[src/rtl/exc_sequencer.sv]
module exc_sequencer #(
  parameter int AW = 32,
  parameter logic [AW-1:0] VEC_BASE = '0
) (
  input  logic          clk,
  input  logic          rst_n,
  input  logic          boundary,
  input  logic          req_reset,
  input  logic          req_undef,
  input  logic          req_swi,
  input  logic          req_pabt,
  input  logic          req_dabt,
  input  logic          req_irq,
  input  logic          req_fiq,
  input  logic [AW-1:0] pc_in,
  input  logic [31:0]   cur_psr,
  input  logic [31:0]   saved_psr,
  input  logic          ret_strobe,
  input  logic [AW-1:0] ret_pc,
  output logic          pc_we,
  output logic [AW-1:0] pc_wdata,
  output logic          psr_we,
  output logic [31:0]   psr_wdata,
  output logic          lr_we,
  output logic [4:0]    lr_bank,
  output logic [AW-1:0] lr_wdata,
  output logic          spsr_we,
  output logic [4:0]    spsr_bank,
  output logic [31:0]   spsr_wdata
);
  localparam logic [4:0] M_USR = 5'b10000, M_FIQ = 5'b10001, M_IRQ = 5'b10010,
                         M_SVC = 5'b10011, M_ABT = 5'b10111, M_UND = 5'b11011;

  logic boot_q;
  logic take, is_rst, fmask, is_ret;
  logic [4:0] tmode, voff;

  wire irq_ok = req_irq & ~cur_psr[7];
  wire fiq_ok = req_fiq & ~cur_psr[6];
  assign is_rst = boot_q | (boundary & req_reset);

  always_comb begin
    take = 1'b1; fmask = 1'b0; tmode = M_SVC; voff = 5'h00;
    if (is_rst)                     begin fmask = 1'b1; end
    else if (boundary && req_dabt)  begin tmode = M_ABT; voff = 5'h10; end
    else if (boundary && fiq_ok)    begin tmode = M_FIQ; voff = 5'h1C; fmask = 1'b1; end
    else if (boundary && irq_ok)    begin tmode = M_IRQ; voff = 5'h18; end
    else if (boundary && req_pabt)  begin tmode = M_ABT; voff = 5'h0C; end
    else if (boundary && req_undef) begin tmode = M_UND; voff = 5'h04; end
    else if (boundary && req_swi)   begin tmode = M_SVC; voff = 5'h08; end
    else take = 1'b0;
  end

  assign is_ret = ret_strobe & ~take & (cur_psr[4:0] != M_USR);

  always_ff @(posedge clk or negedge rst_n) begin
    if (!rst_n) begin
      boot_q <= 1'b1;
      pc_we <= 1'b0; pc_wdata <= '0; psr_we <= 1'b0; psr_wdata <= '0;
      lr_we <= 1'b0; lr_bank <= '0; lr_wdata <= '0;
      spsr_we <= 1'b0; spsr_bank <= '0; spsr_wdata <= '0;
    end else begin
      boot_q     <= 1'b0;
      pc_we      <= take | is_ret;
      psr_we     <= take | is_ret;
      lr_we      <= take & ~is_rst;
      spsr_we    <= take & ~is_rst;
      lr_bank    <= tmode;
      spsr_bank  <= tmode;
      lr_wdata   <= pc_in + AW'(4);
      spsr_wdata <= cur_psr;
      if (take) begin
        pc_wdata  <= VEC_BASE + AW'(voff);
        psr_wdata <= {cur_psr[31:8], 1'b1, fmask | cur_psr[6], 1'b0, tmode};
      end else begin
        pc_wdata  <= ret_pc;
        psr_wdata <= saved_psr;
      end
    end
  end

  assert_dabt_first_R4: assert property (@(posedge clk) disable iff (!rst_n)
    (boundary && req_dabt && !req_reset && !boot_q) |=> (pc_we && pc_wdata == VEC_BASE + AW'(5'h10)));

  assert_irq_masked_R7: assert property (@(posedge clk) disable iff (!rst_n)
    (boundary && req_irq && cur_psr[7] && !boot_q && !ret_strobe &&
     !req_reset && !req_dabt && !req_fiq && !req_pabt && !req_undef && !req_swi) |=> !pc_we);

  assert_entry_masks_R6: assert property (@(posedge clk) disable iff (!rst_n)
    spsr_we |-> (psr_wdata[7] && !psr_wdata[5]));

  assert_fiq_masks_both_R6: assert property (@(posedge clk) disable iff (!rst_n)
    (spsr_we && psr_wdata[4:0] == M_FIQ) |-> psr_wdata[6]);

  assert_no_gap_vector_R10: assert property (@(posedge clk) disable iff (!rst_n)
    spsr_we |-> (pc_wdata - VEC_BASE) != AW'(5'h14));

  assert_user_ret_ignored_R9: assert property (@(posedge clk) disable iff (!rst_n)
    (ret_strobe && !boundary && !boot_q && cur_psr[4:0] == M_USR) |=> !psr_we);

  assert_link_addr_R5: assert property (@(posedge clk) disable iff (!rst_n)
    lr_we |-> lr_wdata == $past(pc_in) + AW'(4));
endmodule

[config.mk]
export PLATFORM = sky130hd
export DESIGN_NAME = exc_sequencer
export DESIGN_NICKNAME = d
export VERILOG_FILES = /design/src/rtl/exc_sequencer.sv
export SDC_FILE = /design/constraint.sdc
export NUM_CORES = 1
export LEC_CHECK = 0
export ABC_AREA = 1
export BUFFER_PORTS_ARGS = -buffer_cell sky130_fd_sc_hd__buf_2
export CAP_MARGIN = 20
export CORE_ASPECT_RATIO = 0.75
export CORE_MARGIN = 2
export CORE_UTILIZATION = 40
export DETAILED_ROUTE_END_ITERATION = 12
export PLACE_DENSITY_LB_ADDON = 0.25
export SYNTH_ARGS = -nofsm -noshare
export SYNTH_HDL_FRONTEND = slang
export SYNTH_SLANG_ARGS = --single-unit
[constraint.sdc]
create_clock -name clk -period 3.2 [get_ports clk]
set_input_delay 0.16 -clock clk [delete_from_list [all_inputs] [get_ports clk]]
set_output_delay 0.16 -clock clk [all_outputs]
set_load 0.01 [all_outputs]
==> out/results.txt <==
Dividing total power by cell area gives a power density of 540.7 nW/um^2. The filler cells instantiated in the layout total 978. In this run, synthesis produced a sequential element count of 136. The final layout contains 1,074 nets.

In this run the vertical extent of the chip is 103.3 microns. The number of buffers created by CTS is 17, and the switching power of the nets is 1.107 mW. The register clock-pin slew on the reported worst setup and hold paths was 0.06 ns.

Row generation in the floorplan step produced 36 rows. The post-CTS resize count came out at 0. The area share of fa/ha/maj cells after synthesis was 0.002377. The clock tree skew after final layout was 0.005168 ns; the initial antenna violation count was 0. Counting tap cells, the placed design contains a total of 968 instances. At the pin with the least slew margin, the transition time is 0.8765 ns.

TritonCTS built the clock tree. Along the worst path, the maximum fanout reaches 40. The combinational share of power was 0.127. Routability-driven placement finished with a final weighted congestion of 0.9492. For the data arrival time at the worst-slack endpoint, the log shows 2.60 ns. Detail-routed via count per cell: 4.643. The run gives 2 as the deepest clock path buffer count. The library cell used most frequently in the layout, excluding fill and tap cells, is sky130_fd_sc_hd__buf_2.

In this run the horizontal extent of the chip is 136.5 microns. The path class of the tightest hold or removal check is input pin to flip-flop. Summed over all nets, wire length on met2 after detailed routing comes to 8627 microns.

Entering global routing, the biggest net connects 123 pins. For the sequential share of power, the log shows 0.392. Final hold analysis gives a worst-case slack of 0.01759 ns. Final setup violation count: 0. The count of final max-slew check failures came out at 0. The run gives 3.54 ns as the worst path required time. The capture point of the worst path is pc_wdata[18]. The critical setup path kind is input pin to flip-flop. The cell sitting at the root of the clock tree is a sky130_fd_sc_hd__clkbuf_16. The count of buffers added on input and output ports is 280. The number of inserted diodes was 0. The tools report the overall overflow remaining after global route as 0. For this run, the number of Yosys warnings is 0. The area share of xor/xnor cells in the synthesized design came out at 0.02496. The post-synth net total is 674. The simple-gate share of the synthesized area was 0.2482; the post-route antenna net violation count was 0.

The switching power share of the total is 0.2362, and the post-CTS repair timing setup buffer count is 0. The initial core utilization is 0.4072. The cell count after synthesis came out at 534. Amount of wire on met3 after detailed routing: 1271 microns.

The highest layer touched by signal routing is met4. The floorplan core area came out at 12,930 sq um. The number of remaining DRC errors is 0, and the final number of hold-violating endpoints is 0. The per-cell routed wire length came out at 15.35 microns.

Main flop type after synthesis: sky130_fd_sc_hd__dfrtp_1. Setup repair after global routing left no endpoint under its margin. For the total internal power, the log shows 3.582 mW. Summed over all layers, the routed wires come to 17,160 microns. In the layout the commonest cells are 279 x sky130_fd_sc_hd__buf_2, 162 x sky130_fd_sc_hd__nand2_1, 135 x sky130_fd_sc_hd__dfrtp_1. After routing, the total negative slack on setup checks comes to 0 ns.

The max-cap violation count was 0; the number of synthesized flops with an enable pin was 0. The first-pass detailed-route iteration total was 5; the mean area per synthesized cell was 9.857 sq um. The tools report the number of H-tree levels as 4. The overall power is 4.689 mW. The reported leakage power was 4.688 nW; the mux cell area share after synthesis was 0.

The fraction of final layout cells with drive strength greater than 1 came out at 0.3633. The flow ran to the end, and the final reports show no timing, DRC or antenna violations. The tools report the maximum VDD drop as 346.5 uV. The worst setup path is captured at a flip-flop. For the finished layout, the period the worst path requires is 2.259 ns. The final design area excluding fillers was 8672 sq um; the sum of net half-perimeters after detailed placement was 11,320 microns. The share of the clock period used by the worst path after layout works out to 0.7060. From synthesis to final layout, the design area changed by 64.75%. The start of the worst register-to-register path was boot_q. The number of distinct standard cells referenced by the synthesized netlist is 22. For the area of the mapped netlist, the log shows 5264 sq um.

The register-to-register path setup slack is 1.29 ns. The tools report the kind of start point of the critical path as an input pin. The logs give 249 for the number of violations reported at the end of detailed-routing iteration 0 and 0.41 ns for the insertion delay to the later sink of the worst-skew pair. The logs give 0.481 for the relative contribution of the clock network to total power and 14,100 sq um for the area enclosed by the die boundary. The share of the yosys chip area belonging to registers is 0.6468, and the global-route total usage across every layer is 0.2420. The depth of the worst register-to-register path was 4.

The endpoint identified for the worst register-to-register timing path is pc_wdata[18]. The detailed-route via count was 5,191. The compound-gate portion of the synthesized area is 0.006180. The tools report the highest clock rate as 442.7 MHz.

The finished layout holds 1,118 standard cells, fillers aside. The logs give 6790 sq um for the post-place instance area and 6725 microns for the wire length on met1. Tracing the worst setup path back leads to its startpoint at cur_psr[6]. The clock sink count is 136, and the number of global-route vias before repair is 5,129. The run gives 281 as the number of top-level pins. The main combinational cell family by area after synthesis is simple AND/OR/NAND/NOR gates. The share of flip-flops with an asynchronous set or reset came out at 1.000. The first global-routing pass estimated 25,520 microns of wire. The headroom to the max-slew limit is 0.4150.
-- per-layer routing --
metal | global-route usage | vias to the layer above
met5 | 0 | -
met2 | 0.4177 | 261
met4 | 0.1170 | 0
met3 | 0.06871 | 50
met1 | 0.2814 | 2441
li1 | - | 2439
-- synthesized netlist by cell type, types with 2 or more instances --
cell	count	area [sq um]
sky130_fd_sc_hd__xnor2_1	7	61.31
sky130_fd_sc_hd__buf_2	13	65.06
sky130_fd_sc_hd__inv_1	57	214.0
sky130_fd_sc_hd__nand3_1	7	35.03
sky130_fd_sc_hd__nand3b_1	13	97.59
sky130_fd_sc_hd__a21oi_1	4	20.02
sky130_fd_sc_hd__nor2_2	21	131.4
sky130_fd_sc_hd__dfrtp_1	135	3378
sky130_fd_sc_hd__nand2_1	162	608.1
sky130_fd_sc_hd__buf_4	7	52.55
sky130_fd_sc_hd__buf_6	3	33.78
sky130_fd_sc_hd__conb_1	2	7.510
sky130_fd_sc_hd__nand4_1	33	206.5
sky130_fd_sc_hd__nor2_1	55	206.5
sky130_fd_sc_hd__xor2_1	8	70.07
-- critical path: stages --
cell and delay (ns):
sky130_fd_sc_hd__dlygate4sd3_1 0.54, sky130_fd_sc_hd__buf_2 0.11, sky130_fd_sc_hd__inv_1 0.04, sky130_fd_sc_hd__nand3_1 0.15, sky130_fd_sc_hd__nand2_1 0.15, sky130_fd_sc_hd__nor2_4 0.12, sky130_fd_sc_hd__nand3_2 0.67, sky130_fd_sc_hd__buf_4 0.52
sky130_fd_sc_hd__nor2_2 0.12
-- cell families after synthesis --
family                     Yosys count
buffers and inverters               81
xor gates and xnor gates            15
DFF                                136
adders and majority gates            1
other                                2
AOI/OAI and AO/OA                    6
and+or+nand+nor                    293
-- sequential cells by signal, summed over array words and instances (netlist names) --
name	count
psr_wdata	32
boot_q	1
pc_wdata	32
lr_wdata	32
spsr_wdata	32
spsr_bank	5
psr_we	1
spsr_we	1
-- power groups by stage --
stage / registers [mW] / logic, mW / clock network, mW
floorplan: 1.92 / 0.145 / 0
global placement: 1.86 / 0.462 / 0
detailed placement: 1.87 / 0.470 / 0
CTS: 1.84 / 0.583 / 2.30
global route: 1.85 / 0.648 / 2.37
finish: 1.84 / 0.593 / 2.26
-- metrics by stage --
step           setup slack, ns  utilization
4_1_cts                 0.9965       0.6687
3_5_place_dp             1.038       0.5253
2_1_floorplan            2.041            -
5_1_grt                 0.8065       0.6708
3_3_place_gp             1.145       0.5253
6_report                0.9409       0.6708
-- area by class of cell --
type	instances	area (sq um)	share of cell area
inverters	58	217.7	0.02510
repair buffers	404	2651	0.3057
clock inverters	13	240.2	0.02770
multi-input cells	317	1501	0.1731
well taps	171	214.0	0.02467
flip-flops and latches	136	3405	0.3926
clock buffers	19	442.9	0.05107
-- worst min path at each step --
stage | start | endpoint | slack [ns] | depth (start not counted)
after global placement | cur_psr[5] | spsr_wdata[5] | 0.27 | 1
after CTS | pc_in[27] | lr_wdata[27] | 0.0005 | 3
after global routing | pc_in[23] | lr_wdata[23] | 0.01 | 3
after detailed placement | pc_in[0] | lr_wdata[0] | 0.27 | 1
after floorplan | rst_n | lr_wdata[0] | -0.14 | 0
final | pc_in[27] | lr_wdata[27] | 0.02 | 3
-- repair_timing --
item,4_1_cts,5_1_grt
endpoints found under the hold margin,242,0
hold buffers,117,0
setup endpoints to repair,0,0
Note: power is estimated with default switching activity, not from simulation.
